`config.mk`:
```
export PLATFORM = sky130hd
export DESIGN_NAME = memchk_ctrl
export DESIGN_NICKNAME = d
export VERILOG_FILES = /design/src/rtl/memchk_pkg.sv /design/src/rtl/memchk_regif.sv /design/src/rtl/memchk_banks.sv /design/src/rtl/memchk_seq.sv /design/src/rtl/memchk_ctrl.sv
export SDC_FILE = /design/constraint.sdc
export NUM_CORES = 1
export LEC_CHECK = 0
export BUFFER_PORTS_ARGS = -buffer_cell sky130_fd_sc_hd__buf_2
export CELL_PAD_IN_SITES_DETAIL_PLACEMENT = 1
export CELL_PAD_IN_SITES_GLOBAL_PLACEMENT = 2
export CORE_ASPECT_RATIO = 1.5
export CORE_MARGIN = 4
export CORE_UTILIZATION = 30
export DETAILED_ROUTE_END_ITERATION = 10
export GPL_TIMING_DRIVEN = 0
export PLACE_DENSITY_LB_ADDON = 0.08
export SLEW_MARGIN = 30
export SYNTH_ARGS = -nofsm -noshare
export SYNTH_HDL_FRONTEND = slang
export SYNTH_SLANG_ARGS = --single-unit
export TNS_END_PERCENT = 30
```
`constraint.sdc`:
```
create_clock -name clk -period 10.3 [get_ports clk]
set_input_delay 0.515 -clock clk [delete_from_list [all_inputs] [get_ports clk]]
set_output_delay 0.515 -clock clk [all_outputs]
set_load 0.02 [all_outputs]
```
`src/rtl/memchk_pkg.sv`:
```
package memchk_pkg;

    localparam int N_DSP     = 4;
    localparam int WORDS     = 16;
    localparam int DW        = 8;
    localparam int AW        = $clog2(WORDS);
    localparam int DSP_W     = $clog2(N_DSP);
    localparam int FAULT_ADR = 5;
    localparam logic [DW-1:0] SRAM_KEY = DW'(8'hA5);

    typedef enum logic [2:0] {
        ST_IDLE,
        ST_ROM_RD,
        ST_ROM_END,
        ST_SRAM_WR,
        ST_SRAM_RD,
        ST_SRAM_END,
        ST_FINISH
    } seq_state_e;

    // Fixed ROM image, computed from engine index and address
    function automatic logic [DW-1:0] rom_word(logic [DSP_W-1:0] d, logic [AW-1:0] a);
        logic [31:0] t;
        t = 32'({d, a}) * 32'd29 + 32'd60;
        return t[DW-1:0];
    endfunction

    function automatic logic [DW-1:0] rom_golden(logic [DSP_W-1:0] d);
        logic [DW-1:0] s;
        s = '0;
        for (int i = 0; i < WORDS; i++) s = s + rom_word(d, AW'(i));
        return s;
    endfunction

    function automatic logic [DW-1:0] sram_pattern(logic [AW-1:0] a);
        return DW'(a) ^ SRAM_KEY;
    endfunction

    // Selection code to first engine: 0->DSP0, 1->DSP0, 2->DSP1, 3->DSP3
    function automatic logic [DSP_W-1:0] first_dsp(logic [1:0] sel);
        case (sel)
            2'd2:    return DSP_W'(1);
            2'd3:    return DSP_W'(3);
            default: return DSP_W'(0);
        endcase
    endfunction

endpackage

```
`src/rtl/memchk_regif.sv`:
```
module memchk_regif
    import memchk_pkg::*;
(
    input  logic             wr_en,
    input  logic [3:0]       wr_data,
    input  logic             wp_enable,
    input  logic [N_DSP-1:0] dsp_enable,
    input  logic             busy,
    output logic             soft_rst,
    output logic             start_go,
    output logic [1:0]       start_sel
);

    logic wr_ok;

    always_comb begin
        wr_ok     = wr_en && !wp_enable;
        soft_rst  = wr_ok && wr_data[0];
        // soft reset wins over a start carried in the same word
        start_go  = wr_ok && wr_data[1] && !wr_data[0] && (dsp_enable == '0) && !busy;
        start_sel = wr_data[3:2];
    end

endmodule

```
`src/rtl/memchk_banks.sv`:
```
module memchk_banks
    import memchk_pkg::*;
(
    input  logic             clk,
    input  logic             rd_en,
    input  logic             rd_sram,
    input  logic [DSP_W-1:0] dsp,
    input  logic [AW-1:0]    addr,
    input  logic             wr_en,
    input  logic [DW-1:0]    wr_data,
    input  logic [N_DSP-1:0] fault_rom,
    input  logic [N_DSP-1:0] fault_sram,
    output logic [DW-1:0]    rd_data
);

    localparam int DEPTH = N_DSP * WORDS;

    logic [DW-1:0]       sram [DEPTH];
    logic [DW-1:0]       rom_out;
    logic [DSP_W+AW-1:0] idx;

    always_comb begin
        idx     = {dsp, addr};
        rom_out = rom_word(dsp, addr);
        if (fault_rom[dsp] && addr == AW'(FAULT_ADR))
            rom_out = rom_out ^ DW'(1);
    end

    always_ff @(posedge clk) begin
        if (wr_en)
            sram[idx] <= fault_sram[dsp] ? (wr_data & ~DW'(1)) : wr_data;
        if (rd_en)
            rd_data <= rd_sram ? sram[idx] : rom_out;
    end

endmodule

```
`src/rtl/memchk_seq.sv`:
```
module memchk_seq
    import memchk_pkg::*;
(
    input  logic             clk,
    input  logic             rst_n,
    input  logic             soft_rst,
    input  logic             start_go,
    input  logic [1:0]       start_sel,
    input  logic             stat_rd,
    input  logic [DW-1:0]    rd_data,
    output logic             mem_rd_en,
    output logic             mem_rd_sram,
    output logic             mem_wr_en,
    output logic [DW-1:0]    mem_wr_data,
    output logic [DSP_W-1:0] mem_dsp,
    output logic [AW-1:0]    mem_addr,
    output logic             busy,
    output logic             rom_err,
    output logic             sram_err,
    output logic             check_done
);

    localparam logic [AW-1:0]    LAST_ADR = AW'(WORDS - 1);
    localparam logic [DSP_W-1:0] LAST_DSP = DSP_W'(N_DSP - 1);

    seq_state_e       state, state_nx;
    logic [AW-1:0]    addr_q, pend_q;
    logic [DSP_W-1:0] dsp_q;
    logic [1:0]       sel_q;
    logic [DW-1:0]    sum_q;
    logic [DW-1:0]    sum_fin;
    logic             rd_valid_q;
    logic             more_dsp;

    assign more_dsp = (sel_q == 2'd0) && (dsp_q != LAST_DSP);
    assign sum_fin  = sum_q + rd_data;

    always_comb begin
        state_nx = state;
        unique case (state)
            ST_IDLE:     if (start_go) state_nx = ST_ROM_RD;
            ST_ROM_RD:   if (addr_q == LAST_ADR) state_nx = ST_ROM_END;
            ST_ROM_END:  state_nx = ST_SRAM_WR;
            ST_SRAM_WR:  if (addr_q == LAST_ADR) state_nx = ST_SRAM_RD;
            ST_SRAM_RD:  if (addr_q == LAST_ADR) state_nx = ST_SRAM_END;
            ST_SRAM_END: state_nx = more_dsp ? ST_ROM_RD : ST_FINISH;
            ST_FINISH:   state_nx = ST_IDLE;
            default:     state_nx = ST_IDLE;
        endcase
    end

    always_ff @(posedge clk or negedge rst_n) begin
        if (!rst_n)        state <= ST_IDLE;
        else if (soft_rst) state <= ST_IDLE;
        else               state <= state_nx;
    end

    always_comb begin
        mem_rd_en   = (state == ST_ROM_RD) || (state == ST_SRAM_RD);
        mem_rd_sram = (state == ST_SRAM_RD);
        mem_wr_en   = (state == ST_SRAM_WR);
        mem_wr_data = sram_pattern(addr_q);
        mem_dsp     = dsp_q;
        mem_addr    = addr_q;
        busy        = (state != ST_IDLE);
    end

    always_ff @(posedge clk or negedge rst_n) begin
        if (!rst_n) begin
            addr_q <= '0; pend_q <= '0; dsp_q <= '0; sel_q <= '0; sum_q <= '0;
            rd_valid_q <= 1'b0; rom_err <= 1'b0; sram_err <= 1'b0; check_done <= 1'b0;
        end else if (soft_rst) begin
            addr_q <= '0; pend_q <= '0; dsp_q <= '0; sel_q <= '0; sum_q <= '0;
            rd_valid_q <= 1'b0; rom_err <= 1'b0; sram_err <= 1'b0; check_done <= 1'b0;
        end else begin
            rd_valid_q <= mem_rd_en;
            pend_q     <= addr_q;
            unique case (state)
                ST_IDLE: if (start_go) begin
                    rom_err  <= 1'b0;
                    sram_err <= 1'b0;
                    sel_q    <= start_sel;
                    dsp_q    <= first_dsp(start_sel);
                    addr_q   <= '0;
                    sum_q    <= '0;
                end
                ST_ROM_RD: begin
                    addr_q <= addr_q + AW'(1);
                    if (rd_valid_q) sum_q <= sum_fin;
                end
                ST_ROM_END: begin
                    addr_q <= '0;
                    if (sum_fin != rom_golden(dsp_q)) rom_err <= 1'b1;
                end
                ST_SRAM_WR: addr_q <= addr_q + AW'(1);
                ST_SRAM_RD: begin
                    addr_q <= addr_q + AW'(1);
                    if (rd_valid_q && rd_data != sram_pattern(pend_q)) sram_err <= 1'b1;
                end
                ST_SRAM_END: begin
                    if (rd_data != sram_pattern(pend_q)) sram_err <= 1'b1;
                    if (more_dsp) begin
                        dsp_q <= dsp_q + DSP_W'(1);
                        sum_q <= '0;
                    end
                end
                ST_FINISH: ;
                default: ;
            endcase
            // end-of-check set wins over a status read on the same edge
            if (state == ST_FINISH) check_done <= 1'b1;
            else if (stat_rd)       check_done <= 1'b0;
        end
    end

endmodule

```
`src/rtl/memchk_ctrl.sv`:
```
module memchk_ctrl
    import memchk_pkg::*;
(
    input  logic             clk,
    input  logic             rst_n,
    input  logic             wr_en,
    input  logic [3:0]       wr_data,
    input  logic             wp_enable,
    input  logic [N_DSP-1:0] dsp_enable,
    input  logic             stat_rd,
    input  logic [N_DSP-1:0] fault_rom,
    input  logic [N_DSP-1:0] fault_sram,
    output logic             busy,
    output logic             check_done,
    output logic             rom_err,
    output logic             sram_err
);

    logic             w_soft_rst, w_start_go;
    logic [1:0]       w_start_sel;
    logic             w_rd_en, w_rd_sram, w_wr_en;
    logic [DW-1:0]    w_wr_data, w_rd_data;
    logic [DSP_W-1:0] w_dsp;
    logic [AW-1:0]    w_addr;

    memchk_regif u_regif (
        .wr_en      (wr_en),
        .wr_data    (wr_data),
        .wp_enable  (wp_enable),
        .dsp_enable (dsp_enable),
        .busy       (busy),
        .soft_rst   (w_soft_rst),
        .start_go   (w_start_go),
        .start_sel  (w_start_sel)
    );

    memchk_seq u_seq (
        .clk         (clk),
        .rst_n       (rst_n),
        .soft_rst    (w_soft_rst),
        .start_go    (w_start_go),
        .start_sel   (w_start_sel),
        .stat_rd     (stat_rd),
        .rd_data     (w_rd_data),
        .mem_rd_en   (w_rd_en),
        .mem_rd_sram (w_rd_sram),
        .mem_wr_en   (w_wr_en),
        .mem_wr_data (w_wr_data),
        .mem_dsp     (w_dsp),
        .mem_addr    (w_addr),
        .busy        (busy),
        .rom_err     (rom_err),
        .sram_err    (sram_err),
        .check_done  (check_done)
    );

    memchk_banks u_banks (
        .clk        (clk),
        .rd_en      (w_rd_en),
        .rd_sram    (w_rd_sram),
        .dsp        (w_dsp),
        .addr       (w_addr),
        .wr_en      (w_wr_en),
        .wr_data    (w_wr_data),
        .fault_rom  (fault_rom),
        .fault_sram (fault_sram),
        .rd_data    (w_rd_data)
    );

endmodule

```
# [Word level (Yosys, flattened, before mapping)]
# Memories as Yosys holds them, arrays and structs flattened.
# Cells that the tools add are included.
[word_totals] ff_bits=35 rom_bits=0 ram_bits=384 wordCells=168 in_bits=21 latch_bits=0 n_memories=1
[memory_table] memory="u_banks.sram" depth=64 word_bits=6 rd=1 rd_ports_with_merged_regs=0 write_ports=1 line="memchk_banks.sv:18" text="logic [DW-1:0] sram [DEPTH];"
[op_classes] div=0 n_mux=45 n_reduce_logical=33 n_shift=0 n_eq_ne=22 n_mul=17 add_sub_neg=35 magnitude_cmp=1 bitwise_logic=3
[ops] operator="$add A8 B6 Y8 const B" n=17
[ops] operator="$add A8 B8 Y8" n=16
[ops] operator="$mul A6 B5 Y8 const B" n=9
[ops] operator="$mux W8" n=5
[ops] operator="$mul A5 B5 Y7 const B" n=4
[ops] operator="$pmux W8 S3" n=1
[ops] operator="$mux W3" n=6
[ops] operator="$pmux W3 S6" n=1
[ops] operator="$mux W1" n=16
[ops] operator="$ne A8 B8 Y1" n=2
[ops] operator="$ne A3 B2 Y1 const B" n=5
[ops] operator="$mul A4 B5 Y6 const B" n=2
[ops] operator="$mux W2" n=6
[ops] operator="$mux W4" n=3
[ops] operator="$ne A3 B3 Y1 const B" n=4
[ops] operator="$pmux W4 S3" n=1
[ops] operator="$reduce_and A4 Y1" n=3
[ops] operator="$reduce_bool A3 Y1" n=4
[ops] operator="$reduce_bool A4 Y1" n=3
[ops] operator="$eq A3 B3 Y1 const B" n=3
[ops] operator="$logic_and A1 B1 Y1" n=9
[ops] operator="$not A2 Y4" n=2
[ops] operator="$pmux W2 S2" n=2
[ops] operator="$eq A3 B2 Y1 const B" n=2
[ops] operator="23 further kinds" n=30

# [Longest topological paths before layout]
[depth] depth_word=21 mapped_depth=14

# [Cells and area by module]
# From an unflattened synthesis, not the netlist that was laid out.
[hier_totals] hier_cells=1214 hier_area_um2=22645.5
[by_module_without_submodules] mod="memchk_banks" cells_each=1003 area_each_um2=20758.7 seq_area_each_um2=15615.0 instances=1
[by_module_without_submodules] mod="memchk_seq" cells_each=205 area_each_um2=1838.0 seq_area_each_um2=675.6 instances=1
[by_module_without_submodules] mod="memchk_regif" cells_each=6 area_each_um2=48.8 seq_area_each_um2=0.0 instances=1

# [Least setup slack after synthesis]
# OpenSTA, ideal clock, no wires.
[synth_timing] path_kind="flip-flop to flip-flop" from="reg u_seq.addr_q[2], in the netlist u_seq.mem_addr[2]" to="reg u_banks.rd_data[7], data pin" setup_time_ns=0.255 path_slack_ns=5.367 required_ns=10.045 path_stages_with_launch=15 arrival_ns=4.678 synth_period_minus_slack_ns=4.933 cell_sequence="dfrtp_1 -> buf_4 -> buf_2 -> buf_2 -> buf_2 -> clkinv_1 -> ha_1 -> fa_1 -> fa_1 -> inv_1 -> ha_1 -> a21o_1 -> a21oi_1 -> xnor2_1 -> nand2_1"
[synth_between] elab_chain_cells=3 word_cells_on_any_way=4
[synth_rtl] element="start: declaration" line="memchk_seq.sv:27" text="logic [AW-1:0] addr_q, pend_q;"
[synth_rtl] element="start signal: assignment" line="memchk_seq.sv:88" text="addr_q <= addr_q + AW'(1);"
[synth_rtl] element="start signal: assignment" line="memchk_seq.sv:95" text="ST_SRAM_WR: addr_q <= addr_q + AW'(1);"
[synth_rtl] element="start signal: assignment" line="memchk_seq.sv:97" text="addr_q <= addr_q + AW'(1);"
[synth_rtl] element="$mul A6 B5 Y8" line="memchk_pkg.sv:24" text="t = 32'({d, a}) * 32'd29 + 32'd60;"
[synth_rtl] element="$add A8 B6 Y8" line="memchk_pkg.sv:24"
[synth_rtl] element="$mux W8 (*)" line="memchk_banks.sv:33" text="rd_data <= rd_sram ? sram[idx] : rom_out;"
[synth_rtl] element="end signal: assignment" line="memchk_banks.sv:33"
[synth_rtl] element="end: declaration" line="memchk_banks.sv:13" text="output logic [DW-1:0] rd_data"
# Every way passes the cells marked *; elsewhere a longest branch is shown, timed or not.
# A chain may end at the register's enable or synchronous reset.

# [Worst setup path in the final report]
# Same ends and word-level chain as after synthesis.

==> metrics.txt <==
crit path kind=reg -> reg; Worst slew margin=36.6%; Setup Skew=15.6 ps; Antenna Violating Nets Remaining=0; die area=46500 um2; top_reg_cell synth=edfxtp_1; DR WL/cell=27.7 um; I/O pin cnt=25; Power Density=292 nW/um2; Critical-path top delay cell=dfrtp_1; Initial Util=a little under a third; synth warn=0; iteration count of the initial detailed-routing pass=4; # DRC=0; Placed Cells=1417; Hold Vio Cnt, Final=4; Seq cells post-synth=291; DRT Wirelength=40800 um; Avg Vias per Cell=5.07; Vert. Die Dim=262 um; Post-CTS Setup Bufs=0; worst slack, placed=approximately 4500 ps; Crit. path cell count=14; synth-to-layout area growth=14.8%; Final Setup Violations=0; CP bufs+invs=6; Yosys cell types=~60; Peak VDD IR=112 uV; Worst-path clk slew=70 ps; most frequent CP cell=buf_2; number of antenna diodes=0; Final min period=between 5000 and 6000 ps; initial antenna violation count=0; R2R depth=14; Top delay family on crit path=buffers and inverters; CP startpoint kind=flop; gp weighted congestion=about 0.79; cts hold-fix bufs=0; total core area=between 40000 and 50000 um2; vias post-DR=7460; CTS Root Cell=clkbuf_16; final hold slack=-7.87 ps; max-cap violations=0; Initial DRC Count=421; global-route wire length before repair=a little under 60000 um; CTS Buffer Depth=3; synth top area cells=edfxtp_1 (61%), mux4_2 (9.1%), dfrtp_1 (5.2%); Post-Layout Inst Area=around 15000 um2; Worst Path Arrival=5950 ps; run status=finished with violations; commonest non-fill, non-tap cells in the layout=edfxtp_1 (264), nor2_1 (91), nand2_1 (61); port bufs=24; largest net degree at the start of global routing=74; setup_tns=0 ps; Final #Nets=950; vias in the first global route=a little over 8k; post-synth top area cell=edfxtp_1; Syn Inst Count=823; leak pwr=4.97 nW; latest clock arrival within the worst-skew pair=570 ps; Resized Gates After CTS=0; leading cell type in the layout, fill and taps excluded=edfxtp_1; Area after DPL=13900 um2; Tcrit/Tclk final=between 50% and 60%; critical path's largest stage delay=660 ps; synthesized area=~13000 um2; final std cells w/o fill=1472; hold crit path type=in -> async; EDFF count, synth=264; Yosys top cell area share=around three fifths; Final Max Slew Viols=0; fraction of layout cells with a size suffix above 1=18.3%; row count=92; Tightest Pin Transition=952 ps; clock sinks=291; worst reg2reg endpoint=u_banks.rd_data[7]; total track usage=17.5%; Setup crit end kind=flop; R2R Setup Slk=approximately 4700 ps; ys async rst share=a little under a tenth; worst setup margin=between 4000 and 5000 ps; reg2reg start=u_seq.mem_addr[2]; RSZ-0062 raised after global routing=false; Congestion Overflow GR=0; max frequency=approximately 0.18 GHz; Chip Width=177 um; Post-Syn Area per Cell=15.7 um2; Num CTS Buffers=30; failing checks=negative hold slack; CP required=around 11000 ps; CTS tree=built; CP Cell Sequence=buf_4, buf_2, buf_2, buf_2, clkinv_4, ha_1, fa_1, fa_1, inv_1, ha_1, a21o_1, a21oi_1, xnor2_1, nand2_1; largest fanout on the critical path=73; Seq/Total Area, Yosys=66.6%; placed wire-length estimate=28800 um; CTS HTree Levels=1
## sequential cells by signal, indices dropped and copies added, names as in the netlist
| signal | cells |
|---|---|
| u_banks.rd_data | 8 |
| u_seq.sel_q | 2 |
| u_seq.rd_valid_q | 1 |
| u_seq.sum_q | 8 |
| u_seq.check_done | 1 |
| u_seq.mem_addr | 4 |
| u_seq.state | 3 |
| u_seq.rom_err | 1 |
| u_banks.sram | 256 |
| u_seq.pend_q | 4 |
| u_seq.sram_err | 1 |
| u_seq.mem_dsp | 2 |
## cell families (layout without fill, tap and decap cells)
| group | Yosys count | after routing | share of synthesized area (%) |
|---|---|---|---|
| AOI/OAI and AO/OA | 90 | 90 | 4.88 |
| buffers and inverters | 58 | 142 | 2.11 |
| other | 1 | 2 | 0.0290 |
| muxes | 71 | 71 | 11.0 |
| DFF | 291 | 291 | 66.6 |
| adders and majority gates | 44 | 44 | 4.78 |
| xor gates and xnor gates | 29 | 29 | 1.96 |
| and+or+nand+nor | 239 | 239 | 8.68 |
## routing by layer
layer	share of wire (%)	up-vias	track usage, %
met2	56	158	33.6
met5	0	-	0
met1	37	3938	19.7
met4	3.6	0	6.28
li1	-	3302	-
met3	3.6	62	2.05
## per-stage QoR
step / power, mW / util, % / hold WS (ps)
after CTS: 4.43 / 35.0 / 13.7
after global placement: 3.31 / 32.5 / 493
after detailed placement: 3.36 / 32.8 / 498
final: 4.33 / 35.0 / -7.87
after global routing: 4.61 / 35.0 / 35.1
after floorplan: 2.70 / - / 219
## cells in the mapped netlist, types with 6 or more instances
master       n
nor3_1       9
a211oi_1    10
a2111oi_0    7
o21ai_0     10
dfrtp_1     27
buf_2       11
xor2_1       8
ha_1        35
a31oi_1      8
mux4_2      52
nand2_1     61
mux2i_1      6
nor2b_1     19
nand3_1     11
nor2_1      92
xnor2_1     21
clkbuf_1    11
mux2_2      10
inv_1       21
nand2b_1     8
fa_1         9
a21oi_1     17
edfxtp_1   264
nor4_1       8
a22o_1       9
nand4_1      7
## power breakdown
| part | total [mW] | switching [mW] | internal [mW] |
|---|---|---|---|
| registers | 1.59 | 0.0845 | 1.50 |
| logic | 1.69 | 1.03 | 0.669 |
| clock network | 1.05 | 0.470 | 0.578 |
| total | 4.33 | 1.58 | 2.75 |
## layout make-up
| cell class | count | area, um2 |
|---|---|---|
| Sequential cell | 291 | 8610 |
| Timing Repair Buffer | 29 | 223 |
| Clock inverter | 20 | 149 |
| Inverter | 23 | 91.3 |
| Tap cell | 564 | 706 |
| Clock buffer | 35 | 791 |
| Multi-Input combinational cell | 475 | 4080 |
| Buffer | 35 | 188 |
| Fill cell | 4408 | 27500 |
## worst max path at each step
| stage | end | start | slack, ps |
|---|---|---|---|
| 4_1_cts | u_banks.rd_data[7] | u_seq.mem_addr[2] | 4530 |
| 6_report | u_banks.rd_data[7] | u_seq.mem_addr[2] | 4660 |
| 5_1_grt | u_banks.rd_data[7] | u_seq.mem_addr[2] | 4360 |
| 2_1_floorplan | u_banks.rd_data[7] | u_seq.mem_addr[2] | 5370 |
| 3_5_place_dp | u_banks.rd_data[7] | u_seq.mem_addr[2] | 4530 |
| 3_3_place_gp | u_banks.rd_data[7] | u_seq.mem_addr[2] | 2750 |
## worst reg2reg max path: cells and delay by family (launching register included)
kind / cells / cell delay (ps)
buffers and inverters: 6 / 2260
DFF: 1 / 660
adders and majority gates: 4 / 1950
and+or+nand+nor: 1 / 70
AOI/OAI and AO/OA: 2 / 320
xor gates and xnor gates: 1 / 140
(Power assumes the default switching activity.)
